## src/rtl/adc_seq_pkg.sv

```systemverilog
package adc_seq_pkg;
  localparam int MAX_CH = 16;

  // index of lowest set bit, 0 if none
  function automatic logic [3:0] lowest_idx(input logic [MAX_CH-1:0] m);
    logic [3:0] idx;
    idx = '0;
    for (int i = MAX_CH - 1; i >= 0; i--) begin
      if (m[i]) idx = 4'(i);
    end
    return idx;
  endfunction

  function automatic logic [4:0] count_ones(input logic [MAX_CH-1:0] m);
    logic [4:0] n;
    n = '0;
    for (int i = 0; i < MAX_CH; i++) n = n + 5'(m[i]);
    return n;
  endfunction
endpackage

```

## src/rtl/adc_tick_gen.sv

```systemverilog
module adc_tick_gen #(
  parameter int CLK_DIV = 2
) (
  input  logic clk,
  input  logic rst_n,
  input  logic run,
  input  logic clear,
  input  logic use_ext,
  input  logic ext_tick,
  output logic tick
);
  localparam int DIV_W = (CLK_DIV > 1) ? $clog2(CLK_DIV) : 1;
  localparam logic [DIV_W-1:0] DIV_LAST = DIV_W'(CLK_DIV - 1);

  logic [DIV_W-1:0] cnt;
  logic             int_tick;

  assign int_tick = run && (cnt == DIV_LAST);
  assign tick     = use_ext ? (run && ext_tick) : int_tick;

  always_ff @(posedge clk or negedge rst_n) begin
    if (!rst_n)                 cnt <= '0;
    else if (clear || !run)     cnt <= '0;
    else if (cnt == DIV_LAST)   cnt <= '0;
    else                        cnt <= cnt + DIV_W'(1);
  end
endmodule

```

## src/rtl/adc_chan_seq.sv

```systemverilog
module adc_chan_seq #(
  parameter int NUM_CH    = 4,
  parameter int SLOT_CLKS = 16
) (
  input  logic                       clk,
  input  logic                       rst_n,
  input  logic                       start_evt,
  input  logic [NUM_CH-1:0]          sel_mask,
  input  logic                       tick,
  output logic                       busy,
  output logic                       eoc_n,
  output logic [$clog2(NUM_CH)-1:0]  cur_ch,
  output logic                       slot_done,
  output logic [$clog2(NUM_CH)-1:0]  store_idx,
  output logic [NUM_CH-1:0]          mask_q
);
  import adc_seq_pkg::*;
  localparam int CH_W   = $clog2(NUM_CH);
  localparam int SLOT_W = $clog2(SLOT_CLKS);
  localparam logic [SLOT_W-1:0] SLOT_LAST = SLOT_W'(SLOT_CLKS - 1);

  logic [NUM_CH-1:0] remain;
  logic [NUM_CH-1:0] cur_bit;
  logic [SLOT_W-1:0] slot;
  logic [CH_W-1:0]   wr_idx;

  assign cur_ch    = CH_W'(lowest_idx(MAX_CH'(remain)));
  assign cur_bit   = NUM_CH'(1) << cur_ch;
  assign slot_done = busy && (remain != '0) && tick && (slot == SLOT_LAST);
  assign store_idx = wr_idx;

  always_ff @(posedge clk or negedge rst_n) begin
    if (!rst_n) begin
      busy   <= 1'b0;
      eoc_n  <= 1'b1;
      remain <= '0;
      mask_q <= '0;
      slot   <= '0;
      wr_idx <= '0;
    end else if (start_evt) begin
      busy   <= 1'b1;
      eoc_n  <= 1'b1;
      remain <= sel_mask;
      mask_q <= sel_mask;
      slot   <= '0;
      wr_idx <= '0;
    end else begin
      if (!eoc_n && tick) eoc_n <= 1'b1;
      if (busy && remain == '0) begin
        busy <= 1'b0;
      end else if (busy && tick) begin
        if (slot_done) begin
          slot   <= '0;
          remain <= remain & ~cur_bit;
          wr_idx <= wr_idx + CH_W'(1);
          eoc_n  <= 1'b0;
          if ((remain & ~cur_bit) == '0) busy <= 1'b0;
        end else begin
          slot <= slot + SLOT_W'(1);
        end
      end
    end
  end
endmodule

```

## src/rtl/adc_result_bank.sv

```systemverilog
module adc_result_bank #(
  parameter int NUM_CH = 4,
  parameter int RES_W  = 14
) (
  input  logic                       clk,
  input  logic                       rst_n,
  input  logic                       start_evt,
  input  logic                       store_en,
  input  logic [$clog2(NUM_CH)-1:0]  store_idx,
  input  logic [RES_W-1:0]           store_data,
  input  logic [NUM_CH-1:0]          mask_q,
  input  logic                       cs_n,
  input  logic                       rd_n,
  input  logic                       fmt_twos,
  output logic [RES_W-1:0]           dout,
  output logic                       dout_oe,
  output logic                       first_data
);
  import adc_seq_pkg::*;
  localparam int CH_W  = $clog2(NUM_CH);
  localparam int CNT_W = $clog2(NUM_CH + 1);

  logic [RES_W-1:0] res [NUM_CH];
  logic [CH_W-1:0]  ptr;
  logic [CNT_W-1:0] n_en;
  logic [CNT_W-1:0] ptr_next;
  logic             rd_q;
  logic             rd_done;

  function automatic logic [RES_W-1:0] apply_fmt(input logic [RES_W-1:0] raw,
                                                 input logic twos);
    return twos ? {~raw[RES_W-1], raw[RES_W-2:0]} : raw;
  endfunction

  assign n_en       = CNT_W'(count_ones(MAX_CH'(mask_q)));
  assign ptr_next   = CNT_W'(ptr) + CNT_W'(1);
  assign rd_done    = !cs_n && rd_n && !rd_q;
  assign dout_oe    = !cs_n && !rd_n;
  assign dout       = dout_oe ? apply_fmt(res[ptr], fmt_twos) : '0;
  assign first_data = (ptr == '0);

  always_ff @(posedge clk or negedge rst_n) begin
    if (!rst_n) begin
      rd_q <= 1'b1;
      ptr  <= '0;
      for (int i = 0; i < NUM_CH; i++) res[i] <= '0;
    end else begin
      rd_q <= rd_n;
      if (store_en) res[store_idx] <= store_data;
      if (start_evt)    ptr <= '0;
      else if (rd_done) ptr <= (ptr_next >= n_en) ? '0 : CH_W'(ptr_next);
    end
  end
endmodule

```

## src/rtl/adc_seq_core.sv

```systemverilog
module adc_seq_core #(
  parameter int NUM_CH    = 4,
  parameter int RES_W     = 14,
  parameter int SLOT_CLKS = 16,
  parameter int CLK_DIV   = 2
) (
  input  logic                       clk,
  input  logic                       rst_n,
  input  logic                       conv_start,
  input  logic                       stby_n,
  input  logic                       sw_mode,
  input  logic                       ext_clk_sel,
  input  logic                       ext_tick,
  input  logic [NUM_CH-1:0]          hw_sel,
  input  logic                       cs_n,
  input  logic                       rd_n,
  input  logic                       wr_n,
  input  logic [NUM_CH-1:0]          db_in,
  input  logic                       fmt_twos,
  input  logic [RES_W-1:0]           sample_code,
  output logic [$clog2(NUM_CH)-1:0]  conv_ch,
  output logic                       busy,
  output logic                       eoc_n,
  output logic                       first_data,
  output logic [RES_W-1:0]           dout,
  output logic                       dout_oe
);
  localparam int CH_W = $clog2(NUM_CH);

  logic              conv_q, wr_q, use_ext_q;
  logic [NUM_CH-1:0] sel_reg;
  logic [NUM_CH-1:0] sel_mask;
  logic [NUM_CH-1:0] mask_q;
  logic              start_evt, wr_evt, tick, slot_done;
  logic [CH_W-1:0]   store_idx;

  assign start_evt = conv_start && !conv_q && stby_n && !busy;
  assign wr_evt    = wr_n && !wr_q && !cs_n && rd_n;
  assign sel_mask  = sw_mode ? sel_reg : hw_sel;

  always_ff @(posedge clk or negedge rst_n) begin
    if (!rst_n) begin
      conv_q    <= 1'b1;
      wr_q      <= 1'b1;
      use_ext_q <= 1'b0;
      sel_reg   <= '1;
    end else begin
      conv_q <= conv_start;
      wr_q   <= wr_n;
      if (wr_evt)    sel_reg   <= db_in;
      if (start_evt) use_ext_q <= sw_mode && ext_clk_sel;
    end
  end

  adc_tick_gen #(.CLK_DIV(CLK_DIV)) u_tick (
    .clk      (clk),
    .rst_n    (rst_n),
    .run      (busy || !eoc_n),
    .clear    (start_evt),
    .use_ext  (use_ext_q),
    .ext_tick (ext_tick),
    .tick     (tick)
  );

  adc_chan_seq #(.NUM_CH(NUM_CH), .SLOT_CLKS(SLOT_CLKS)) u_seq (
    .clk       (clk),
    .rst_n     (rst_n),
    .start_evt (start_evt),
    .sel_mask  (sel_mask),
    .tick      (tick),
    .busy      (busy),
    .eoc_n     (eoc_n),
    .cur_ch    (conv_ch),
    .slot_done (slot_done),
    .store_idx (store_idx),
    .mask_q    (mask_q)
  );

  adc_result_bank #(.NUM_CH(NUM_CH), .RES_W(RES_W)) u_res (
    .clk        (clk),
    .rst_n      (rst_n),
    .start_evt  (start_evt),
    .store_en   (slot_done),
    .store_idx  (store_idx),
    .store_data (sample_code),
    .mask_q     (mask_q),
    .cs_n       (cs_n),
    .rd_n       (rd_n),
    .fmt_twos   (fmt_twos),
    .dout       (dout),
    .dout_oe    (dout_oe),
    .first_data (first_data)
  );
endmodule

```

## config.mk

```make
export PLATFORM = sky130hd
export DESIGN_NAME = adc_seq_core
export DESIGN_NICKNAME = d
export VERILOG_FILES = /design/src/rtl/adc_seq_pkg.sv /design/src/rtl/adc_tick_gen.sv /design/src/rtl/adc_chan_seq.sv /design/src/rtl/adc_result_bank.sv /design/src/rtl/adc_seq_core.sv
export SDC_FILE = /design/constraint.sdc
export NUM_CORES = 1
export LEC_CHECK = 0
export BUFFER_PORTS_ARGS = -buffer_cell sky130_fd_sc_hd__buf_4
export CAP_MARGIN = 5
export CORE_UTILIZATION = 35
export CTS_BUF_LIST = sky130_fd_sc_hd__clkbuf_4 sky130_fd_sc_hd__clkbuf_8
export CTS_CLUSTER_SIZE = 16
export DETAILED_ROUTE_END_ITERATION = 10
export GPL_TIMING_DRIVEN = 1
export PLACE_DENSITY = 0.59
export SLEW_MARGIN = 0
export SYNTH_ARGS = -nofsm -noshare
export SYNTH_HDL_FRONTEND = slang
export SYNTH_HIERARCHICAL = 1
export SYNTH_SLANG_ARGS = --single-unit
export TNS_END_PERCENT = 50
```

## constraint.sdc

```tcl
create_clock -name clk -period 3.23 [get_ports clk]
set_clock_uncertainty 0.2 [all_clocks]
set_input_delay 0.646 -clock clk [delete_from_list [all_inputs] [get_ports clk]]
set_output_delay 0.646 -clock clk [all_outputs]
set_load 0.005 [all_outputs]
```

Word-level counts from Yosys, hierarchy flattened
Index checks and enable logic that the tools add are counted.
Widths: inputs -> output; s select.
{ "op_classes": {"n_addsub": 7, "n_reduce_logical": 42, "bitwise_logic": 5, "mul": 0, "shifts": 1, "muxes": 41, "magnitude_cmp": 4, "eq_ne": 2, "div": 0} }
{ "op_table": {"columns": ["operator", "n"], "rows": [
  ["$mux 14", 5],
  ["$bwmux 56", 1],
  ["$mux 4", 9],
  ["$bmux 14 s2", 1],
  ["$demux 14 s2", 1],
  ["$mux 2", 11],
  ["$logic_and 1x1->1", 19],
  ["$mux 1", 13],
  ["$reduce_bool 3->1", 3],
  ["$logic_not 1->1", 8],
  ["$logic_not 4->1", 2],
  ["$add 3x1->3", 2],
  ["$ge 3x3->1 const B", 2],
  ["$not 2->3", 2],
  ["$reduce_and 3->1", 2],
  ["$reduce_bool 2->1", 3],
  ["$add 4x1->4 const B", 1],
  ["$and 4x4->4", 1],
  ["$eq 4x4->1 const B", 1],
  ["$not 4->4", 1],
  ["$reduce_bool 4->1", 1],
  ["$shl 1x2->4 const A", 1],
  ["$add 2x1->3 const B", 1],
  ["$ge 3x3->1", 1],
  ["9 further kinds", 10]
]} }
{ "word_totals": {"romBits": 0, "out_inout_bits": 20, "input_bits": 33, "latch_bits": 0, "elab_cells": 119, "register_bits": 83, "ramBits": 0, "mem_count": 0} }

Depth between registers and ports, before layout
Gate-level depths: netlist of run 1.
{ "logic_depth": {"ltp_word": 13, "depth_mapped": 8, "mapped_depth_nobuf": 8} }

Modules after synthesis
The synthesis of run 1 kept the hierarchy.
{ "modules_own_cells": {"columns": ["mod", "cells_each", "area_per_inst_um2", "instances", "seq_area_each_um2"], "rows": [
  ["adc_result_bank", 180, 2831.5, 1, 1477.7],
  ["adc_chan_seq", 81, 813.3, 1, 401.6],
  ["adc_seq_core", 21, 325.3, 1, 182.7],
  ["adc_tick_gen", 4, 48.8, 1, 25.0]
]} }

Least setup slack after synthesis of run 1
OpenSTA, ideal clock, no wires.
{ "synth_path": {"path_type": "in2reg", "from": "input ext_tick", "to": "register u_res/res[45] (netlist bit)", "n_path_buf": 1, "arrival_time_ps": 2380, "stages": 7, "path_slack_ps": 525, "required_ps": 2905, "setup_ps": 125, "path_cell_list": "mux2i_1 nor2b_1 nand4_1 nor2_2 nor3b_2 buf_4 mux2_2"} }
{ "synth_between": {"elab_chain_cells": 4} }
{ "synth_rtl": {"columns": ["element", "line", "source"], "rows": [
  ["from (decl)", "adc_seq_core.sv:13", "input logic ext_tick,"],
  ["$logic_and 1x1->1", "adc_tick_gen.sv:19", "assign tick = use_ext ? (run && ext_tick) : int_tick;"],
  ["$mux 1", "adc_tick_gen.sv:19", null],
  ["net tick", "adc_seq_core.sv:34", "logic start_evt, wr_evt, tick, slot_done;"],
  ["$logic_and 1x1->1 (2 in series)", "adc_chan_seq.sv:29", "assign slot_done = busy && (remain != '0) && tick && (slot == SLOT_LAST);"],
  ["net slot_done", "adc_seq_core.sv:34", null],
  ["to (signal, indexed assignment)", "adc_result_bank.sv:49", "if (store_en) res[store_idx] <= store_data;"],
  ["to (decl)", "adc_result_bank.sv:23", "logic [RES_W-1:0] res [NUM_CH];"]
]} }
The timed path passes the listed nets, and every way through them passes these cells.
A chain may end at the register's enable or synchronous reset.

Worst setup path after layout of run 1
{ "layout_path": {"from": "register u_res.ptr[0]", "to": "output dout[5]"} }
{ "layout_between": {"elab_chain_cells": 6} }
{ "layout_rtl": {"columns": ["element", "line", "source"], "rows": [
  ["from (decl)", "adc_result_bank.sv:24", "logic [CH_W-1:0] ptr;"],
  ["from (signal assigned)", "adc_result_bank.sv:51", "else if (rd_done) ptr <= (ptr_next >= n_en) ? '0 : CH_W'(ptr_next);"],
  ["$not 2->3 (not written as such)", "adc_result_bank.sv:39", "assign dout = dout_oe ? apply_fmt(res[ptr], fmt_twos) : '0;"],
  ["$bmux 14 s2", "adc_result_bank.sv:39", null],
  ["$mux 14 (not written as such) (2 in series)", "adc_result_bank.sv:39", null],
  ["$mux 14", "adc_result_bank.sv:32", "return twos ? {~raw[RES_W-1], raw[RES_W-2:0]} : raw;"],
  ["$mux 14", "adc_result_bank.sv:39", null],
  ["to (decl)", "adc_seq_core.sv:25", "output logic [RES_W-1:0] dout,"]
]} }
Every way passes these cells. The select of a mux whose other input is x is not followed.

==> results of run 1 <==
per-stage QoR:
| stage | instances | hold slack, ns | total power [mW] | utilization | cell area [µm²] |
|---|---|---|---|---|---|
| after floorplan | 286 | 0.150 | 1.74 | - | 4020 |
| after global placement | 475 | 0.218 | 1.94 | 0.414 | 4560 |
| after detailed placement | 475 | 0.232 | 1.96 | 0.414 | 4560 |
| after CTS | 491 | 0.180 | 2.85 | 0.434 | 4790 |
| after global routing | 491 | 0.167 | 2.98 | 0.434 | 4790 |
| final | 491 | 0.198 | 2.80 | 0.434 | 4790 |
synth_stat cells, types with 2 or more instances:
cell type,count
a21oi_1,8
a31oi_1,2
and2_1,13
buf_2,4
buf_4,2
buf_6,2
clkbuf_1,3
dfrtp_1,75
dfstp_2,8
ha_1,8
inv_1,11
mux2_2,66
mux2i_1,3
mux4_1,7
mux4_2,7
nand2_1,7
nand2b_1,2
nand3_1,4
nand3b_1,3
nor2_1,9
nor2b_1,3
nor3_1,3
nor3b_1,3
nor4_1,2
o21ai_0,8
o21bai_1,2
o31ai_1,2
or2b_1,2
path summary, 6_finish.rpt:
kind	startpoint	to	slack, ns	cells past startpoint
setup / recovery	u_res/ptr[0]$_DFFE_PN0P_	dout[5]	0.37	4
hold / removal	conv_start	conv_q$_DFF_PN1_	0.20	1
setup reg to reg	u_seq/busy$_DFFE_PN0P_	u_res/res[42]$_DFFE_PN0P_	0.71	7
hold reg to reg	u_tick/cnt$_DFF_PN0_	u_tick/cnt$_DFF_PN0_	0.24	1
max in group asynchronous	rst_n	u_res/res[12]$_DFFE_PN0P_	1.90	1
min in group asynchronous	rst_n	use_ext_q$_DFFE_PN0P_	0.27	1
layout by cell type, fill, tap and decap left out, types with 2 or more instances in the layout:
cell type / n
mux2i_1: 3
buf_4: 61
or2b_1: 2
ha_1: 8
mux4_1: 7
mux2_2: 66
bufinv_16: 2
dfrtp_1: 75
mux4_2: 7
nand2_1: 7
inv_1: 11
nand3b_1: 3
inv_6: 2
nor2_1: 9
dfstp_2: 8
o31ai_1: 2
nor3b_1: 3
a21oi_1: 8
and2_1: 13
nor2b_1: 3
nor3_1: 3
clkbuf_8: 9
a31oi_1: 2
nor4_1: 2
o21ai_0: 8
nand3_1: 4
nand2b_1: 2
o21bai_1: 2
metal layers:
metal,vias to the layer above,wire length [µm]
li1,1173,-
met1,1282,3620
met2,55,3930
met3,9,307
met4,0,87
met5,-,0
power groups by stage:
stage	combinational, mW	clock (mW)	sequential [mW]
final	0.651	0.858	1.29
after global routing	0.731	0.937	1.31
after CTS	0.663	0.894	1.29
after detailed placement	0.653	0	1.31
after global placement	0.637	0	1.30
after floorplan	0.494	0	1.25
cells by family after synthesis:
logic type | synth area share
AO/OA/AOI/OAI | 0.0486
XOR/XNOR | 0.00218
adder cells (fa/ha/maj) | 0.0299
buffers and inverters | 0.0324
flip-flops | 0.519
multiplexers | 0.281
AND/OR/NAND/NOR | 0.0866
layout make-up:
| cell class | instances | area (µm²) | share of cell area |
|---|---|---|---|
| Sequential cell | 83 | 2090 | 0.436 |
| Multi-Input combinational cell | 180 | 1800 | 0.376 |
| Timing Repair Buffer | 61 | 458 | 0.0956 |
| Tap cell | 140 | 175 | 0.0366 |
| Clock buffer | 9 | 124 | 0.0258 |
| Clock inverter | 7 | 105 | 0.0219 |
| Inverter | 11 | 41.3 | 0.00862 |
==> key figures, run 1 <==
Status
  – Status: completed

Place
  – Placement Setup Slack: around 0.55 ns
  – DP Wirelength: roughly 5.3 mm
  – IO Port Bufs: between 50 and 60
  – Routability cong.: between 0.7 and 0.8

STA
  – Maximum clock frequency: 349 MHz
  – RSZ-0062 raised after global routing: no
  – # setup viols final: 0
  – Final Hold Vio Count: 0
  – Max-slew headroom: 0.301
  – Slew Limit Fails: 0
  – Final WS setup: between 0.3 and 0.4 ns
  – Final period util: 0.887
  – Post-layout min period: about 2.9 ns
  – Worst-Margin Slew: 1.05 ns
  – Setup TNS Final: 0 ns

Drt
  – Initial drt markers: 94
  – Drt first pass iters: 4
  – Final ANT Viol Nets: 0
  – Via count: approximately 2500
  – Wire length per cell: around 16 µm
  – Total wire length: 7.94 mm
  – DRC Markers: 0
  – Vias per cell: slightly above 5

Die
  – Initial Util: 0.364
  – Die W: ~110 µm
  – Die Y: ~110 µm
  – Die area: around 0.012 mm²
  – Std-Cell Rows: 38
  – Ports: 53
  – Total core area: around 0.011 mm²

Synthesis
  – Mapped Nets: 328
  – EDFF count, synth: 0
  – Area of the mapped netlist: roughly 0.004 mm²
  – Yosys reg bits: just over 80
  – Leading area contributor after synthesis: dfrtp_1
  – Distinct cell type count after synthesis: between 40 and 50
  – Part of the Yosys area used for sequential elements: 0.519
  – Cell count after synthesis: 286
  – Async SR Flop Fraction: 1.00
  – Area contributors post-synth: dfrtp_1 (47%), mux2_2 (18%), dfstp_2 (5.2%)
  – Syn Area/Cell: around 14 µm²
  – Synth Flop Type: dfrtp_1
  – Post-synth top area share: 0.467
  – Yosys Warn Count: 6

Setup path
  – Worst EP required: ~2.4 ns
  – WS Path Type: reg2out
  – Worst-path cell chain: buf_4, mux4_1, and2_1, buf_4
  – Crit path capture type: output pin
  – Most common cell type on the critical path: buf_4
  – Worst path slowest cell: mux4_1
  – Crit path DAT: just over 2 ns
  – Crit path buf inv count: 2
  – Worst path max stage delay: ~0.60 ns
  – CP delay by family, top: multiplexers
  – Critical path fanouts, max: 6
  – Crit path launch type: flip-flop

Global routing
  – All-layer global routing usage: 0.147
  – Initial antenna violation count: 0
  – GRT overflow: 0
  – Met1 GRT Util: 0.185
  – Vias in the first global route: approximately 2600
  – GRT busiest layer: met2
  – Met3 Track Usage GR: 0.0412
  – M2 GR Usage: 0.246
  – First-pass GRT wire length: ~13 mm
  – Pin count of the biggest net entering global routing: 84

Cells and area
  – Max reg flops: 56
  – # fillers: around 1100
  – Biggest register: u_res/res
  – Final #Nets: a little under 400
  – Area growth from synthesis to layout: 19.2%
  – # diodes: 0
  – Layout cells sized above 1: 0.470

Power
  – Power share of the sequential group: 0.460
  – Max rail drop VDD: between 0.3 and 0.4 mV
  – Lkg Pwr: roughly 2.3 nW
  – PwrDens: just under 600 mW/mm²
  – Comb pwr share: 0.233
  – Net switching power: about 870 µW
  – Sw Share: 0.311
  – Internal power: about 1.9 mW
  – Clock share of power: 0.307

Flow run
  – Max-cap violation count: 0

Clock tree
  – CTS resizes: 0
  – Post-CTS Hold Buffers: 0
  – Root Buffer: clkbuf_8
  – Later-pin clock latency in the skew report: approximately 0.35 ns
  – CTS tree: done
  – CTS clk-pin slew, worst paths: ~0.090 ns
  – Postcts setup bufs: 0
  – TritonCTS buffer count: 9
  – CTS max path bufs: 2
  – CTS Sinks: a little over 80
  – H-Tree Depth: 3

Min path
  – Min-Delay Path Class: in2reg
Note: power is estimated with default switching activity, not from simulation.
==> run 2: changes to the inputs <==
--- a/config.mk
+++ b/config.mk
@@ -12,6 +12,7 @@
 export CTS_CLUSTER_SIZE = 16
 export DETAILED_ROUTE_END_ITERATION = 10
 export GPL_TIMING_DRIVEN = 1
+export MAX_ROUTING_LAYER = met4
 export PLACE_DENSITY = 0.59
 export SLEW_MARGIN = 0
 export SYNTH_ARGS = -nofsm -noshare
==> key figures, run 2 (synthesized netlist as in run 1, its figures left out) <==
Clock tree
  – Post-CTS Hold Buffers: 0 (unchanged)
  – Later-pin clock latency in the skew report: 0.35 ns (about the same)
  – Root Buffer: clkbuf_8 (unchanged)
  – TritonCTS buffer count: 9 (unchanged)
  – CTS clk-pin slew, worst paths: 0.09 ns (about the same)
  – CTS Sinks: 83 (unchanged)
  – CTS max path bufs: 2 (unchanged)
  – Postcts setup bufs: 0 (unchanged)
  – CTS tree: done (unchanged)
  – CTS resizes: 0 (unchanged)
  – H-Tree Depth: 3 (unchanged)

Power
  – Lkg Pwr: 2.32 nW (unchanged)
  – Internal power: 1.93 mW (about the same)
  – Net switching power: 876 µW (was 870 µW)
  – Sw Share: 0.313 (was 0.311)
  – Clock share of power: 0.308 (was 0.307)
  – PwrDens: 585 mW/mm² (was 583 mW/mm²)
  – Max rail drop VDD: 0.339 mV (about the same)
  – Comb pwr share: 0.233 (about the same)
  – Power share of the sequential group: 0.460 (about the same)

Setup path
  – Most common cell type on the critical path: buf_4 (unchanged)
  – Critical R2R Launch: u_seq/busy$_DFFE_PN0P_ (unchanged)
  – Critical path fanouts, max: 6 (unchanged)
  – Worst-path cell chain: buf_4, mux4_1, and2_1, buf_4 (unchanged)
  – Reg-to-reg endpoint: u_res/res[42]$_DFFE_PN0P_ (unchanged)
  – Crit path launch type: flip-flop (unchanged)
  – Crit path DAT: 2.02 ns (about the same)
  – Cells on worst reg2reg path: 7 (unchanged)
  – Flop-to-flop setup slack: 0.69 ns (was 0.71 ns)
  – Crit path capture type: output pin (unchanged)
  – WS Path Type: reg2out (unchanged)
  – Worst path max stage delay: 0.60 ns (about the same)
  – Worst path slowest cell: mux4_1 (unchanged)
  – Worst EP required: 2.38 ns (about the same)

STA
  – Post-layout min period: 2.87 ns (was 2.86 ns)
  – Maximum clock frequency: 349 MHz (about the same)
  – Slew Limit Fails: 0 (unchanged)
  – Final Hold Vio Count: 0 (unchanged)
  – Max-slew headroom: 0.294 (was 0.301)
  – Setup TNS Final: 0 ns (unchanged)
  – # setup viols final: 0 (unchanged)
  – Worst-Margin Slew: 1.06 ns (was 1.05 ns)
  – Final period util: 0.888 (was 0.887)
  – RSZ-0062 raised after global routing: no (unchanged)

Drt
  – Initial drt markers: 84 (was 94)
  – Vias per cell: 5.12 (was 5.13)
  – Wire length per cell: 16.3 µm (was 16.2 µm)
  – Drt first pass iters: 4 (unchanged)
  – Via count: 2515 (was 2519)
  – Total wire length: 8.00 mm (was 7.94 mm)
  – Final ANT Viol Nets: 0 (unchanged)
  – DRC Markers: 0 (unchanged)

Cells and area
  – Layout cells sized above 1: 0.470 (unchanged)
  – Footprint of the multi-input gates: 0.00180 mm² (unchanged)
  – Seq. cell area: 0.00209 mm² (unchanged)
  – # diodes: 0 (unchanged)
  – Biggest register: u_res/res (unchanged)
  – Most frequent cells in the layout: dfrtp_1 (75), mux2_2 (66), buf_4 (61) (unchanged)
  – # fillers: 1051 (unchanged)
  – Final Instance Area: 0.00479 mm² (unchanged)
  – Max reg flops: 56 (unchanged)
  – Final #Nets: 388 (unchanged)
  – Most common cell after layout, fill and taps aside: dfrtp_1 (unchanged)
  – Area growth from synthesis to layout: 19.2% (unchanged)

Place
  – Routability cong.: 0.764 (was 0.755)
  – IO Port Bufs: 52 (unchanged)
  – Placed Area: 0.00456 mm² (unchanged)
  – DP Wirelength: 5.30 mm (unchanged)

Min path
  – Worst Hold Launch: conv_start (unchanged)
  – Hold path cells: 1 (unchanged)
  – Min-Delay Path Class: in2reg (unchanged)
  – Worst Hold End: conv_q$_DFF_PN1_ (unchanged)

Global routing
  – Pin count of the biggest net entering global routing: 84 (unchanged)
  – Initial antenna violation count: 0 (unchanged)
  – GRT overflow: 0 (unchanged)
  – Vias in the first global route: 2563 (was 2564)
  – All-layer global routing usage: 0.152 (was 0.147)
  – First-pass GRT wire length: 13.0 mm (about the same)

Die
  – Die area: 0.0119 mm² (unchanged)
  – Die Y: 109 µm (unchanged)
  – Total core area: 0.0110 mm² (unchanged)
  – Initial Util: 0.364 (unchanged)
  – Ports: 53 (unchanged)
  – Die W: 109 µm (unchanged)
  – Std-Cell Rows: 38 (unchanged)

Status
  – Status: completed (unchanged)

Flow run
  – Max-cap violation count: 0 (unchanged)
-- run 2: cell counts in the layout (fill, tap and decap cells not counted) --
Identical to the previous run, type by type.
-- run 2: worst max-delay path, delay by kind of cell, from the launching register on --
family | cells | cell delay (ns)
simple gates | 1 | 0.18
buf+inv | 2 | 0.37
flops | 1 | 0.51
mux | 1 | 0.60
-- run 2: cell type report --
type                       instances  area share
sequential                        83       0.436
clock buffer                       9      0.0258
tap                              140      0.0366
timing repair buffer              61      0.0956
multi-input combinational        180       0.376
clock inverter                     7      0.0219
inverter                          11     0.00862
-- run 2: worst max-delay path by stage --
stage                             start  slack (ns)                        end  depth (start not counted)
2_1_floorplan                  ext_tick        0.53  u_res/res[45]$_DFFE_PN0P_                          7
3_3_place_gp                   ext_tick        0.64  u_res/res[48]$_DFFE_PN0P_                          8
3_5_place_dp                   ext_tick        0.55  u_res/res[53]$_DFFE_PN0P_                          8
4_1_cts        u_res/ptr[0]$_DFFE_PN0P_        0.33                    dout[5]                          4
5_1_grt        u_res/ptr[0]$_DFFE_PN0P_        0.26                    dout[5]                          4
6_report       u_res/ptr[0]$_DFFE_PN0P_        0.36                    dout[5]                          4
-- run 2: per-layer routing --
layer	routed length, µm	vias up	global-route usage
li1	-	1172	-
met1	3660	1281	0.186
met2	4000	58	0.246
met3	307	4	0.0412
met4	35	0	0.0405
met5	0	-	-
-- run 2: power groups by stage --
stage / combinational, mW / sequential [mW] / clock [mW]
floorplan: 0.494 / 1.25 / 0
global placement: 0.637 / 1.30 / 0
detailed placement: 0.653 / 1.31 / 0
CTS: 0.663 / 1.29 / 0.894
global route: 0.731 / 1.31 / 0.938
finish: 0.652 / 1.29 / 0.862
-- run 2: through the flow --
stage	util	power (mW)	hold WS (ns)	setup slack, ns	cells
floorplan	-	1.74	0.150	0.525	286
CTS	0.434	2.85	0.180	0.332	491
global route	0.434	2.98	0.167	0.257	491
detailed placement	0.414	1.96	0.232	0.546	475
finish	0.434	2.80	0.198	0.362	491
global placement	0.414	1.94	0.218	0.641	475
==> run 3: changes to the inputs <==
--- a/config.mk
+++ b/config.mk
@@ -5,15 +5,15 @@
 export SDC_FILE = /design/constraint.sdc
 export NUM_CORES = 1
 export LEC_CHECK = 0
-export BUFFER_PORTS_ARGS = -buffer_cell sky130_fd_sc_hd__buf_4
 export CAP_MARGIN = 5
-export CORE_UTILIZATION = 35
+export CORE_UTILIZATION = 50
 export CTS_BUF_LIST = sky130_fd_sc_hd__clkbuf_4 sky130_fd_sc_hd__clkbuf_8
 export CTS_CLUSTER_SIZE = 16
 export DETAILED_ROUTE_END_ITERATION = 10
+export DONT_BUFFER_PORTS = 1
 export GPL_TIMING_DRIVEN = 1
 export MAX_ROUTING_LAYER = met4
-export PLACE_DENSITY = 0.59
+export PLACE_DENSITY = 0.71
 export SLEW_MARGIN = 0
 export SYNTH_ARGS = -nofsm -noshare
 export SYNTH_HDL_FRONTEND = slang
==> key figures, run 3 (synthesized netlist as in run 1, its figures left out) <==
Status
  – Status: completed (unchanged)

Setup path
  – Critical R2R Launch: u_seq/busy$_DFFE_PN0P_ (unchanged)
  – Worst path slowest cell: dfrtp_1 (was mux4_1)
  – Critical Path Sink: dout[2] (was dout[5])
  – Critical path fanouts, max: 11 (was 6)
  – Crit path DAT: 2.01 ns (was 2.02 ns)
  – WS Path Type: reg2out (unchanged)
  – Reg-to-reg endpoint: u_res/res[53]$_DFFE_PN0P_ (was u_res/res[42]$_DFFE_PN0P_)
  – Crit path launch type: flip-flop (unchanged)
  – Worst EP required: 2.38 ns (about the same)
  – Worst path max stage delay: 0.62 ns (was 0.60 ns)
  – Flop-to-flop setup slack: 0.64 ns (was 0.69 ns)
  – Worst-path cell chain: buf_4, mux4_1, and2_1 (was buf_4, mux4_1, and2_1, buf_4)
  – Cells on worst reg2reg path: 8 (was 7)
  – Crit path capture type: output pin (unchanged)
  – Critical Path Start: u_res/ptr[0]$_DFFE_PN0P_ (unchanged)

Power
  – Max rail drop VDD: 0.310 mV (was 0.339 mV)
  – PwrDens: 582 mW/mm² (was 585 mW/mm²)
  – Lkg Pwr: 2.05 nW (was 2.32 nW)
  – Total power: 2.53 mW (was 2.80 mW)

Drt
  – Wire length per cell: 18.0 µm (was 16.3 µm)
  – DRC Markers: 0 (unchanged)
  – Final ANT Viol Nets: 0 (unchanged)
  – Drt first pass iters: 4 (unchanged)
  – Via count: 2310 (was 2515)
  – Initial drt markers: 110 (was 84)
  – Total wire length: 7.25 mm (was 8.00 mm)
  – Vias per cell: 5.73 (was 5.12)

Clock tree
  – Later-pin clock latency in the skew report: 0.36 ns (was 0.35 ns)
  – CTS clk-pin slew, worst paths: 0.08 ns (was 0.09 ns)
  – CTS max path bufs: 2 (unchanged)
  – Postcts setup bufs: 0 (unchanged)
  – CTS Sinks: 83 (unchanged)
  – Post-CTS Hold Buffers: 2 (was 0)
  – CTS resizes: 0 (unchanged)
  – H-Tree Depth: 3 (unchanged)
  – CTS tree: done (unchanged)
  – Root Buffer: clkbuf_8 (unchanged)
  – TritonCTS buffer count: 9 (unchanged)

Global routing
  – All-layer global routing usage: 0.191 (was 0.152)
  – Initial antenna violation count: 0 (unchanged)
  – First-pass GRT wire length: 11.7 mm (was 13.0 mm)
  – Pin count of the biggest net entering global routing: 84 (unchanged)
  – GRT overflow: 0 (unchanged)
  – Vias in the first global route: 2336 (was 2563)

Die
  – Total core area: 0.00777 mm² (was 0.0110 mm²)
  – Die W: 91.7 µm (was 109 µm)
  – Initial Util: 0.517 (was 0.364)
  – Die area: 0.00840 mm² (was 0.0119 mm²)
  – Die Y: 91.7 µm (was 109 µm)
  – Std-Cell Rows: 32 (was 38)
  – Ports: 53 (unchanged)

Min path
  – Hold path cells: 0 (was 1)
  – Min-Delay Path Class: in2reg (unchanged)

Cells and area
  – Biggest register: u_res/res (unchanged)
  – Most common cell after layout, fill and taps aside: dfrtp_1 (unchanged)
  – Layout cells sized above 1: 0.379 (was 0.470)
  – # fillers: 630 (was 1051)
  – # diodes: 0 (unchanged)
  – Area growth from synthesis to layout: 7.94% (was 19.2%)
  – Most frequent cells in the layout: dfrtp_1 (75), mux2_2 (66), and2_1 (13) (was dfrtp_1 (75), mux2_2 (66), buf_4 (61))
  – Max reg flops: 56 (unchanged)
  – Final #Nets: 338 (was 388)

Place
  – Routability cong.: 0.733 (was 0.764)
  – DP Wirelength: 4.73 mm (was 5.30 mm)
  – IO Port Bufs: 0 (was 52)

STA
  – Slew Limit Fails: 0 (unchanged)
  – Worst-Margin Slew: 0.561 ns (was 1.06 ns)
  – Final Hold Vio Count: 0 (unchanged)
  – RSZ-0062 raised after global routing: no (unchanged)
  – Final period util: 0.885 (was 0.888)
  – Post-layout min period: 2.86 ns (was 2.87 ns)
  – Max-slew headroom: 0.626 (was 0.294)
  – # setup viols final: 0 (unchanged)
  – Hold slack: 0.0770 ns (was 0.198 ns)
  – Setup TNS Final: 0 ns (unchanged)
  – Maximum clock frequency: 350 MHz (was 349 MHz)

Flow run
  – Max-cap violation count: 0 (unchanged)
## run 3: changes by cell type in the layout (fill, tap and decap cells not counted), sizes merged
cell / change
bufinv: -2
buf: -51
clkinv: +1
dlygate4sd3: +1
clkinvlp: +1
## run 3: report_power, final
part           switching [mW]  leakage, nW  internal [mW]
Sequential              0.149         1.11           1.15
Combinational           0.278        0.852          0.278
Clock                   0.391       0.0864          0.284
Total                   0.818         2.05           1.71
## run 3: layout make-up
type | instances | area, µm² | area share
Clock buffer | 9 | 124 | 0.0286
Multi-Input combinational cell | 180 | 1800 | 0.415
Tap cell | 102 | 128 | 0.0294
Sequential cell | 83 | 2090 | 0.481
Inverter | 11 | 41.3 | 0.00952
Timing Repair Buffer | 11 | 105 | 0.0242
Clock inverter | 7 | 51.3 | 0.0118
## run 3: worst max-delay path, delay by kind of cell, from the launching register on
family        cells  cell delay [ns]
flops             1             0.62
mux               1             0.59
buf+inv           1             0.25
simple gates      1             0.20
## run 3: per-stage QoR
stage,cells,utilization,setup slack (ns),cell area [µm²]
after floorplan,286,-,0.525,4020
after global placement,385,0.531,0.659,4130
after detailed placement,385,0.531,0.578,4130
after CTS,403,0.558,0.342,4340
after global routing,403,0.558,0.294,4340
final,403,0.558,0.373,4340
## run 3: worst min path at each step
stage,from,end,slack [ns]
floorplan,rst_n,u_res/ptr[0]$_DFFE_PN0P_,0.15
CTS,wr_n,wr_q$_DFF_PN1_,0.05
detailed placement,rst_n,use_ext_q$_DFFE_PN0P_,0.15
finish,rd_n,u_res/rd_q$_DFF_PN1_,0.08
global route,rd_n,u_res/rd_q$_DFF_PN1_,0.05
global placement,rst_n,u_seq/mask_q[3]$_DFFE_PN0P_,0.15
## run 3: routing by layer
metal | share of wire | GRT usage
met5 | 0 | -
met4 | 0.013 | 0.0714
met3 | 0.048 | 0.0605
met2 | 0.47 | 0.293
met1 | 0.46 | 0.238
